===== config.mk =====
export PLATFORM = sky130hd
export DESIGN_NAME = ahb_axi_excl_bridge
export DESIGN_NICKNAME = d
export VERILOG_FILES = /design/src/rtl/ahb_axi_excl_pkg.sv /design/src/rtl/axi_resp_classify.sv /design/src/rtl/excl_clear_pulse.sv /design/src/rtl/ahb_lane_strobe.sv /design/src/rtl/ahb_axi_excl_bridge.sv
export SDC_FILE = /design/constraint.sdc
export NUM_CORES = 1
export LEC_CHECK = 0
export BUFFER_PORTS_ARGS = -buffer_cell sky130_fd_sc_hd__buf_2
export CORE_AREA = 4 4 102 104
export CTS_BUF_LIST = sky130_fd_sc_hd__clkbuf_8
export CTS_CLUSTER_SIZE = 16
export DETAILED_ROUTE_END_ITERATION = 16
export DIE_AREA = 0 0 106 108
export PLACE_DENSITY_LB_ADDON = 0.05
export SYNTH_ARGS = -nofsm -noshare
export SYNTH_HDL_FRONTEND = slang
export SYNTH_HIERARCHICAL = 1
export SYNTH_SLANG_ARGS = --single-unit

===== constraint.sdc =====
create_clock -name clk -period 1.88 [get_ports clk]
set_input_delay 0.188 -clock clk [delete_from_list [all_inputs] [get_ports clk]]
set_output_delay 0.188 -clock clk [all_outputs]
set_load 0.01 [all_outputs]

===== src/rtl/ahb_axi_excl_pkg.sv =====
package ahb_axi_excl_pkg;
  typedef enum logic [2:0] {
    BR_IDLE, BR_WADDR, BR_WRESP, BR_RADDR, BR_RDATA, BR_DONE, BR_ERR1, BR_ERR2
  } br_state_e;

  localparam logic [1:0] LOCK_NORMAL = 2'b00;
  localparam logic [1:0] LOCK_EXCL   = 2'b01;
  localparam logic [1:0] RSP_EXOKAY  = 2'b01;
  localparam logic [1:0] HTR_NONSEQ  = 2'b10;
  localparam logic [1:0] HTR_SEQ     = 2'b11;
endpackage


===== src/rtl/axi_resp_classify.sv =====
module axi_resp_classify
  import ahb_axi_excl_pkg::*;
(
  input  logic [1:0] resp,
  input  logic       excl,
  output logic       is_err,
  output logic       ex_fail
);
  // SLVERR and DECERR both have the upper bit set
  assign is_err  = resp[1];
  // an exclusive access succeeds only on EXOKAY
  assign ex_fail = excl && (resp != RSP_EXOKAY);
endmodule


===== src/rtl/excl_clear_pulse.sv =====
module excl_clear_pulse (
  input  logic clk,
  input  logic rst_n,
  input  logic req,
  output logic pulse
);
  logic prev_q, pulse_q;

  always_ff @(posedge clk or negedge rst_n) begin
    if (!rst_n) begin
      prev_q  <= 1'b0;
      pulse_q <= 1'b0;
    end else begin
      prev_q  <= req;
      pulse_q <= req && !prev_q;
    end
  end

  assign pulse = pulse_q;
endmodule


===== src/rtl/ahb_lane_strobe.sv =====
module ahb_lane_strobe #(
  parameter int NB = 4
) (
  input  logic [$clog2(NB)-1:0] offset,
  input  logic [2:0]            size,
  output logic [NB-1:0]         strb
);
  localparam int OW = $clog2(NB);

  // lane i is enabled when it shares the aligned 2^size field with offset
  for (genvar i = 0; i < NB; i++) begin : g_lane
    localparam logic [OW-1:0] LANE = OW'(i);
    assign strb[i] = ((LANE >> size) == (offset >> size));
  end
endmodule


===== src/rtl/ahb_axi_excl_bridge.sv =====
module ahb_axi_excl_bridge
  import ahb_axi_excl_pkg::*;
#(
  parameter int AW = 32,
  parameter int DW = 32
) (
  input  logic              clk,
  input  logic              rst_n,
  input  logic              hsel,
  input  logic [1:0]        htrans,
  input  logic              hwrite,
  input  logic [AW-1:0]     haddr,
  input  logic [2:0]        hsize,
  input  logic [DW-1:0]     hwdata,
  input  logic              hready,
  input  logic              hexcl,
  output logic [DW-1:0]     hrdata,
  output logic              hreadyout,
  output logic              hresp,
  output logic              hex_fail,
  input  logic              clr_excl_in,
  output logic              clr_excl_out,
  output logic              awvalid,
  input  logic              awready,
  output logic [AW-1:0]     awaddr,
  output logic [2:0]        awsize,
  output logic [1:0]        awlock,
  output logic              wvalid,
  input  logic              wready,
  output logic [DW-1:0]     wdata,
  output logic [DW/8-1:0]   wstrb,
  input  logic              bvalid,
  output logic              bready,
  input  logic [1:0]        bresp,
  output logic              arvalid,
  input  logic              arready,
  output logic [AW-1:0]     araddr,
  output logic [2:0]        arsize,
  output logic [1:0]        arlock,
  input  logic              rvalid,
  output logic              rready,
  input  logic [DW-1:0]     rdata,
  input  logic [1:0]        rresp
);
  localparam int NB = DW / 8;
  localparam int OW = $clog2(NB);

  br_state_e       st_q, st_d;
  logic [AW-1:0]   addr_q;
  logic [2:0]      size_q;
  logic            excl_q, aw_done_q, w_done_q, fail_q;
  logic [DW-1:0]   rdata_q;
  logic            can_accept, accept;
  logic            wr_err, wr_fail, rd_err, rd_fail;

  assign can_accept = (st_q == BR_IDLE) || (st_q == BR_DONE) || (st_q == BR_ERR2);
  assign accept = can_accept && hsel && hready &&
                  ((htrans == HTR_NONSEQ) || (htrans == HTR_SEQ));

  axi_resp_classify u_wr_cls (.resp(bresp), .excl(excl_q), .is_err(wr_err), .ex_fail(wr_fail));
  axi_resp_classify u_rd_cls (.resp(rresp), .excl(excl_q), .is_err(rd_err), .ex_fail(rd_fail));

  always_comb begin
    st_d = st_q;
    unique case (st_q)
      BR_IDLE, BR_DONE, BR_ERR2:
        st_d = accept ? (hwrite ? BR_WADDR : BR_RADDR) : BR_IDLE;
      BR_WADDR:
        if ((aw_done_q || awready) && (w_done_q || wready)) st_d = BR_WRESP;
      BR_WRESP:
        if (bvalid) st_d = wr_err ? BR_ERR1 : BR_DONE;
      BR_RADDR:
        if (arready) st_d = BR_RDATA;
      BR_RDATA:
        if (rvalid) st_d = rd_err ? BR_ERR1 : BR_DONE;
      BR_ERR1:
        st_d = BR_ERR2;
      default:
        st_d = BR_IDLE;
    endcase
  end

  always_ff @(posedge clk or negedge rst_n) begin
    if (!rst_n) begin
      st_q      <= BR_IDLE;
      addr_q    <= '0;
      size_q    <= '0;
      excl_q    <= 1'b0;
      aw_done_q <= 1'b0;
      w_done_q  <= 1'b0;
      fail_q    <= 1'b0;
      rdata_q   <= '0;
    end else begin
      st_q <= st_d;
      if (accept) begin
        addr_q    <= haddr;
        size_q    <= hsize;
        excl_q    <= hexcl;
        aw_done_q <= 1'b0;
        w_done_q  <= 1'b0;
      end else begin
        if (awvalid && awready) aw_done_q <= 1'b1;
        if (wvalid && wready)   w_done_q  <= 1'b1;
      end
      if (bvalid && bready) fail_q <= wr_fail;
      if (rvalid && rready) begin
        fail_q  <= rd_fail;
        rdata_q <= rdata;
      end
    end
  end

  // write channels
  assign awvalid = (st_q == BR_WADDR) && !aw_done_q;
  assign wvalid  = (st_q == BR_WADDR) && !w_done_q;
  assign awaddr  = addr_q;
  assign awsize  = size_q;
  assign awlock  = (awvalid && excl_q) ? LOCK_EXCL : LOCK_NORMAL;
  assign wdata   = hwdata;
  assign bready  = (st_q == BR_WRESP);

  ahb_lane_strobe #(.NB(NB)) u_strb (
    .offset (addr_q[OW-1:0]),
    .size   (size_q),
    .strb   (wstrb)
  );

  // read channels
  assign arvalid = (st_q == BR_RADDR);
  assign araddr  = addr_q;
  assign arsize  = size_q;
  assign arlock  = (arvalid && excl_q) ? LOCK_EXCL : LOCK_NORMAL;
  assign rready  = (st_q == BR_RDATA);

  // AHB data phase
  assign hreadyout = can_accept;
  assign hresp     = (st_q == BR_ERR1) || (st_q == BR_ERR2);
  assign hex_fail  = ((st_q == BR_DONE) || (st_q == BR_ERR2)) && fail_q;
  assign hrdata    = rdata_q;

  excl_clear_pulse u_clr (
    .clk   (clk),
    .rst_n (rst_n),
    .req   (clr_excl_in),
    .pulse (clr_excl_out)
  );
endmodule


### Yosys cells after proc, flatten, opt, wreduce, memory -nomap -nowiden

Cells that the tools add are included.

| word-level totals | value |
|---|---|
| register bits after elaboration | 76 |
| bits of input ports | 117 |
| output and inout bits | 151 |
| logic and storage cells | 83 |

| operators by class | value |
|---|---|
| equal/unequal tests | 19 |
| shift-type cells | 5 |
| mux-type cells | 17 |
| reductions and logical operators | 32 |

Operator list:

| cell | number |
|---|---|
| 3-bit one-hot mux with 6 select lines | 1 |
| 1-bit logical AND | 16 |
| 3-bit equality test, second input constant | 4 |
| 3-bit 2-to-1 mux | 4 |
| 2-bit equality test | 4 |
| 1-bit 2-to-1 mux | 8 |
| 2-bit 2-to-1 mux | 4 |
| 1-bit logical OR | 7 |
| 3-bit by 2-bit equality test with 1-bit output, second input constant | 2 |
| 2-bit by 1-bit != test with 1-bit output, second input constant | 3 |
| 2-bit != test, second input constant | 3 |
| 2-bit nonzero test | 3 |
| 1-bit by 3-bit right shift with 2-bit output, first input constant | 2 |
| 2-bit by 3-bit right shift with 2-bit output, first input constant | 2 |
| 2-bit equality test, second input constant | 2 |
| 4-bit AND reduction | 1 |
| 3-bit by 1-bit equality test with 1-bit output, second input constant | 1 |
| 1-bit zero test | 3 |
| 3-bit zero test | 1 |
| 3-bit OR reduction | 1 |
| 2-bit by 3-bit right shift with 2-bit output | 1 |

### Depth between registers and ports, before layout

| depth | value |
|---|---|
| depth in word-level cells | 8 |
| depth in mapped cells | 6 |
| gate-level depth less buffers | 4 |

### Hierarchy

Netlist, hierarchy kept.

Modules (own cells, without submodules):

| module | instances | cells each | area an instance (um^2) | sequential area each (um^2) |
|---|---|---|---|---|
| ahb_axi_excl_bridge | 1 | 269 | 3515.9 | 1851.8 |
| excl_clear_pulse | 1 | 3 | 63.8 | 50.0 |
| ahb_lane_strobe | 1 | 8 | 42.5 | 0.0 |
| axi_resp_classify | 2 | 3 | 18.8 | 0.0 |

### Least setup slack after synthesis

OpenSTA, ideal clock, no wires.

| timing | value |
|---|---|
| path kind | flip-flop to flip-flop |
| start point | register st_q[0] |
| end point | register rdata_q[0], in the netlist hrdata[0] |
| data arrival time | 1.472 ns |
| setup slack | 0.283 ns |
| cell stages (with the launch flop) | 6 |
| path through | dfrtp_1 > nor3b_2 > and2_1 > buf_4 > buf_4 > mux2_2 |

| between the ends | value |
|---|---|
| word-level cells in the longest chain between the ends | 2 |

RTL lines:

| what | line | RTL |
|---|---|---|
| start: declaration | ahb_axi_excl_bridge.sv:48 | `br_state_e st_q, st_d;` |
| start signal: assignment | ahb_axi_excl_bridge.sv:94 | `st_q <= st_d;` |
| 3-bit equality test | ahb_axi_excl_bridge.sv:133 | `assign rready = (st_q == BR_RDATA);` |
| net rready | ahb_axi_excl_bridge.sv:41 | `output logic rready,` |
| 1-bit logical AND | ahb_axi_excl_bridge.sv:106 | `if (rvalid && rready) begin` |
| end signal: assignment | ahb_axi_excl_bridge.sv:108 | `rdata_q <= rdata;` |
| end: declaration | ahb_axi_excl_bridge.sv:52 | `logic [DW-1:0] rdata_q;` |

The timed path passes the listed nets, and every way through them passes these cells.
A chain may end at the register's enable or synchronous reset.

### Worst setup path after layout

| timing | value |
|---|---|
| start point | register st_q[0] |
| end point | register addr_q[25], in the netlist araddr[25] |

| between the ends | value |
|---|---|
| word-level cells in the longest chain between the ends | 6 |

RTL lines:

| what | line | RTL |
|---|---|---|
| 3-bit equality test / 3-bit zero test (equally long branches) | ahb_axi_excl_bridge.sv:56 | `assign can_accept = (st_q == BR_IDLE) \|\| (st_q == BR_DONE) \|\| (st_q == BR_ERR2);` |
| 1-bit logical OR | ahb_axi_excl_bridge.sv:56 |  |
| 1-bit logical OR (*) | ahb_axi_excl_bridge.sv:56 |  |
| 1-bit logical AND (*) (3 in series) | ahb_axi_excl_bridge.sv:57 | `assign accept = can_accept && hsel && hready &&` |
| end signal: assignment | ahb_axi_excl_bridge.sv:96 | `addr_q <= haddr;` |
| end: declaration | ahb_axi_excl_bridge.sv:49 | `logic [AW-1:0] addr_q;` |

Every way passes the cells marked *; elsewhere a longest branch is shown, timed or not.

==> reports/summary.txt <==
Avg Inst Size Synth - 12.8 sq um
CP Max Fanout - 35
worst r2r src - st_q[0]
Syn Std Cell Area - 3660 sq um
DRC - 0
Worst-path clk slew - 80 ps
DR vias/cell - 4.42
Pwr Density - 1690 nW/um^2
Synth Instances - 286
Max IR drop VDD - 0.652 mV
post-DP HPWL - 6280 um
Final Max Slew Viols - 0
synth warn - 6
layout cells sized above 1 - 0.688
nets@finish - 544
Sw Share - 0.360
H-tree depth - 3
Initial Utilization - 0.383
Routed WL - 8110 um
DP Worst Slack - 170 ps
Primary FF master, synth - dfrtp_1
EDFF count, synth - 0
initial antenna violation count - 1
biggest area consumer among synthesized cells - dfrtp_1
commonest cells in the netlist - 76 x dfrtp_1, 75 x buf_4, 66 x mux2_2
Critical Path Start - st_q[0]
Sink Count - 76
register area share after synthesis - 0.520
minimum clock period - 1700 ps
slack of the critical path - 183 ps
root buffer cell - clkbuf_8
maximum clock insertion buffer count - 2
Site Rows - 36
crit end category - flip-flop
CP Class - reg2reg
synth top area cells - dfrtp_1 52%, mux2_2 20%, buf_4 15%, buf_6 1.2%, mux2_1 0.92%
Area after DPL - 4300 sq um
Final Skew - 5.18 ps
CP arrival - 1920 ps
GPL Wtd Cong - 0.650
DR vias - 2496
Die X - 106 um
Psw - 0.00275 W
DR pass1 iterations - 3
# IOs - 268
Num CTS Buffers - 9
clock power share - 0.165
ANT nets after route - 0
combinational share of power - 0.451
Leak - 2.33 nW
max_cap viols - 0
Remaining Overflow, GRT - 0
sequential power share - 0.384
pin count of the biggest net entering global routing - 36
Max Freq - 589 MHz
Pwr Total - 0.00763 W
WL/cell - 14.4 um
Netlist cell types - 33
Tot GR Track Use - 0.140
Worst-Skew Late Latency - 340 ps
Synth top area share - 0.520
fin area - 4530 sq um
first-pass GRT wire length - 12400 um
Fin. Hold Viols - 0
setup TNS - 0 ps
CTS tree - yes
IO Port Bufs - 200
CP startpoint kind - flip-flop
DR iter-0 viols - 62
status - completed
CORE AREA - 9550 sq um
crit share post-route - 0.903
final setup violation count - 0
HP Class - in2reg
hold_sp - haddr[8]
Seq cells post-synth - 76
Antenna Cells - 0
RSZ-0062 raised after global routing - no
most common cell in the netlist - dfrtp_1
synthesis-to-finish area growth - 23.7%
CP required - 2110 ps
die area - 11400 sq um
CTS resizes - 0
vias in the first global route - 2551
Int Power - 0.00488 W
Synth async-reset ratio - 1.00
Die Y - 108 um
area by class of cell:
class / instances / area (sq um)
Fill cell: 942 / 5020
Sequential cell: 76 / 1900
Multi-Input combinational cell: 124 / 1120
Timing Repair Buffer: 211 / 1120
Tap cell: 133 / 166
Clock buffer: 11 / 151
Clock inverter: 5 / 51.3
Inverter: 5 / 18.8
state kept, by name, summed over array words and instances, names as in the netlist, 3 cells and up:
signal	count
araddr	32
arsize	3
hrdata	32
st_q	3
cell families (layout without fill, tap and decap cells):
kind of cell	after synthesis	after routing	synth area share
multiplexers	71	71	0.218
buffers and inverters	87	232	0.175
flip-flops	76	76	0.520
AO/OA/AOI/OAI	20	20	0.0342
other	1	2	0.00102
AND/OR/NAND/NOR	31	31	0.0520
metal layers:
layer  global-route usage  wire length, um
met3               0.0561              819
met2                0.233             4120
met1                0.155             2990
met4               0.0722              170
met5                    0               19
through the flow:
step / util / std cells / hold WS (ps)
after floorplan: - / 287 / -108
final: 0.474 / 565 / 72.8
after detailed placement: 0.451 / 547 / 173
after global routing: 0.474 / 565 / 53.2
after CTS: 0.474 / 565 / 48.8
after global placement: 0.451 / 547 / 173
worst max-delay path: stages, from the launching register on:
cell	delay, ps
dfrtp_1	420
or3_4	400
a21oi_4	160
buf_12	230
mux2_2	360
cell usage in the layout, fill, tap and decap left out, types with 2 or more instances in the layout:
cell type,instances
buf_12,2
clkbuf_8,11
inv_1,6
clkinv_2,2
nor2_1,6
buf_4,8
conb_1,2
a21boi_1,2
o21ai_0,3
mux2_2,66
mux2i_1,2
and2_1,4
mux2_1,3
nor3b_2,2
o21ai_1,5
buf_2,199
a21oi_1,5
dfrtp_1,76
nand2_1,8
dlygate4sd3_1,2
power by group through the flow:
| stage | clock network [W] | logic, W | registers [W] |
|---|---|---|---|
| 2_1_floorplan | 0 | 0.00215 | 0.00330 |
| 3_3_place_gp | 0 | 0.00350 | 0.00293 |
| 3_5_place_dp | 0 | 0.00352 | 0.00297 |
| 4_1_cts | 0.00132 | 0.00352 | 0.00295 |
| 5_1_grt | 0.00138 | 0.00378 | 0.00308 |
| 6_report | 0.00126 | 0.00344 | 0.00293 |
worst paths after layout:
kind / slack, ps / depth (start not counted) / to
worst min register to register: 440 / 1 / u_clr/pulse
min in group asynchronous: 330 / 2 / araddr[21]
max in group asynchronous: 900 / 3 / hrdata[14]
worst min-delay path: 70 / 2 / araddr[8]
worst max-delay path: 180 / 4 / araddr[25]
worst max register to register: 180 / 4 / araddr[25]
repair_timing:
| action | CTS | global route |
|---|---|---|
| setup buffers | 0 | 0 |
| endpoints found under the hold margin | 32 | 0 |
| hold buffers | 2 | 0 |
| endpoints found under the setup margin | 0 | 0 |
No activity file was read; power rests on OpenSTA's default activity.
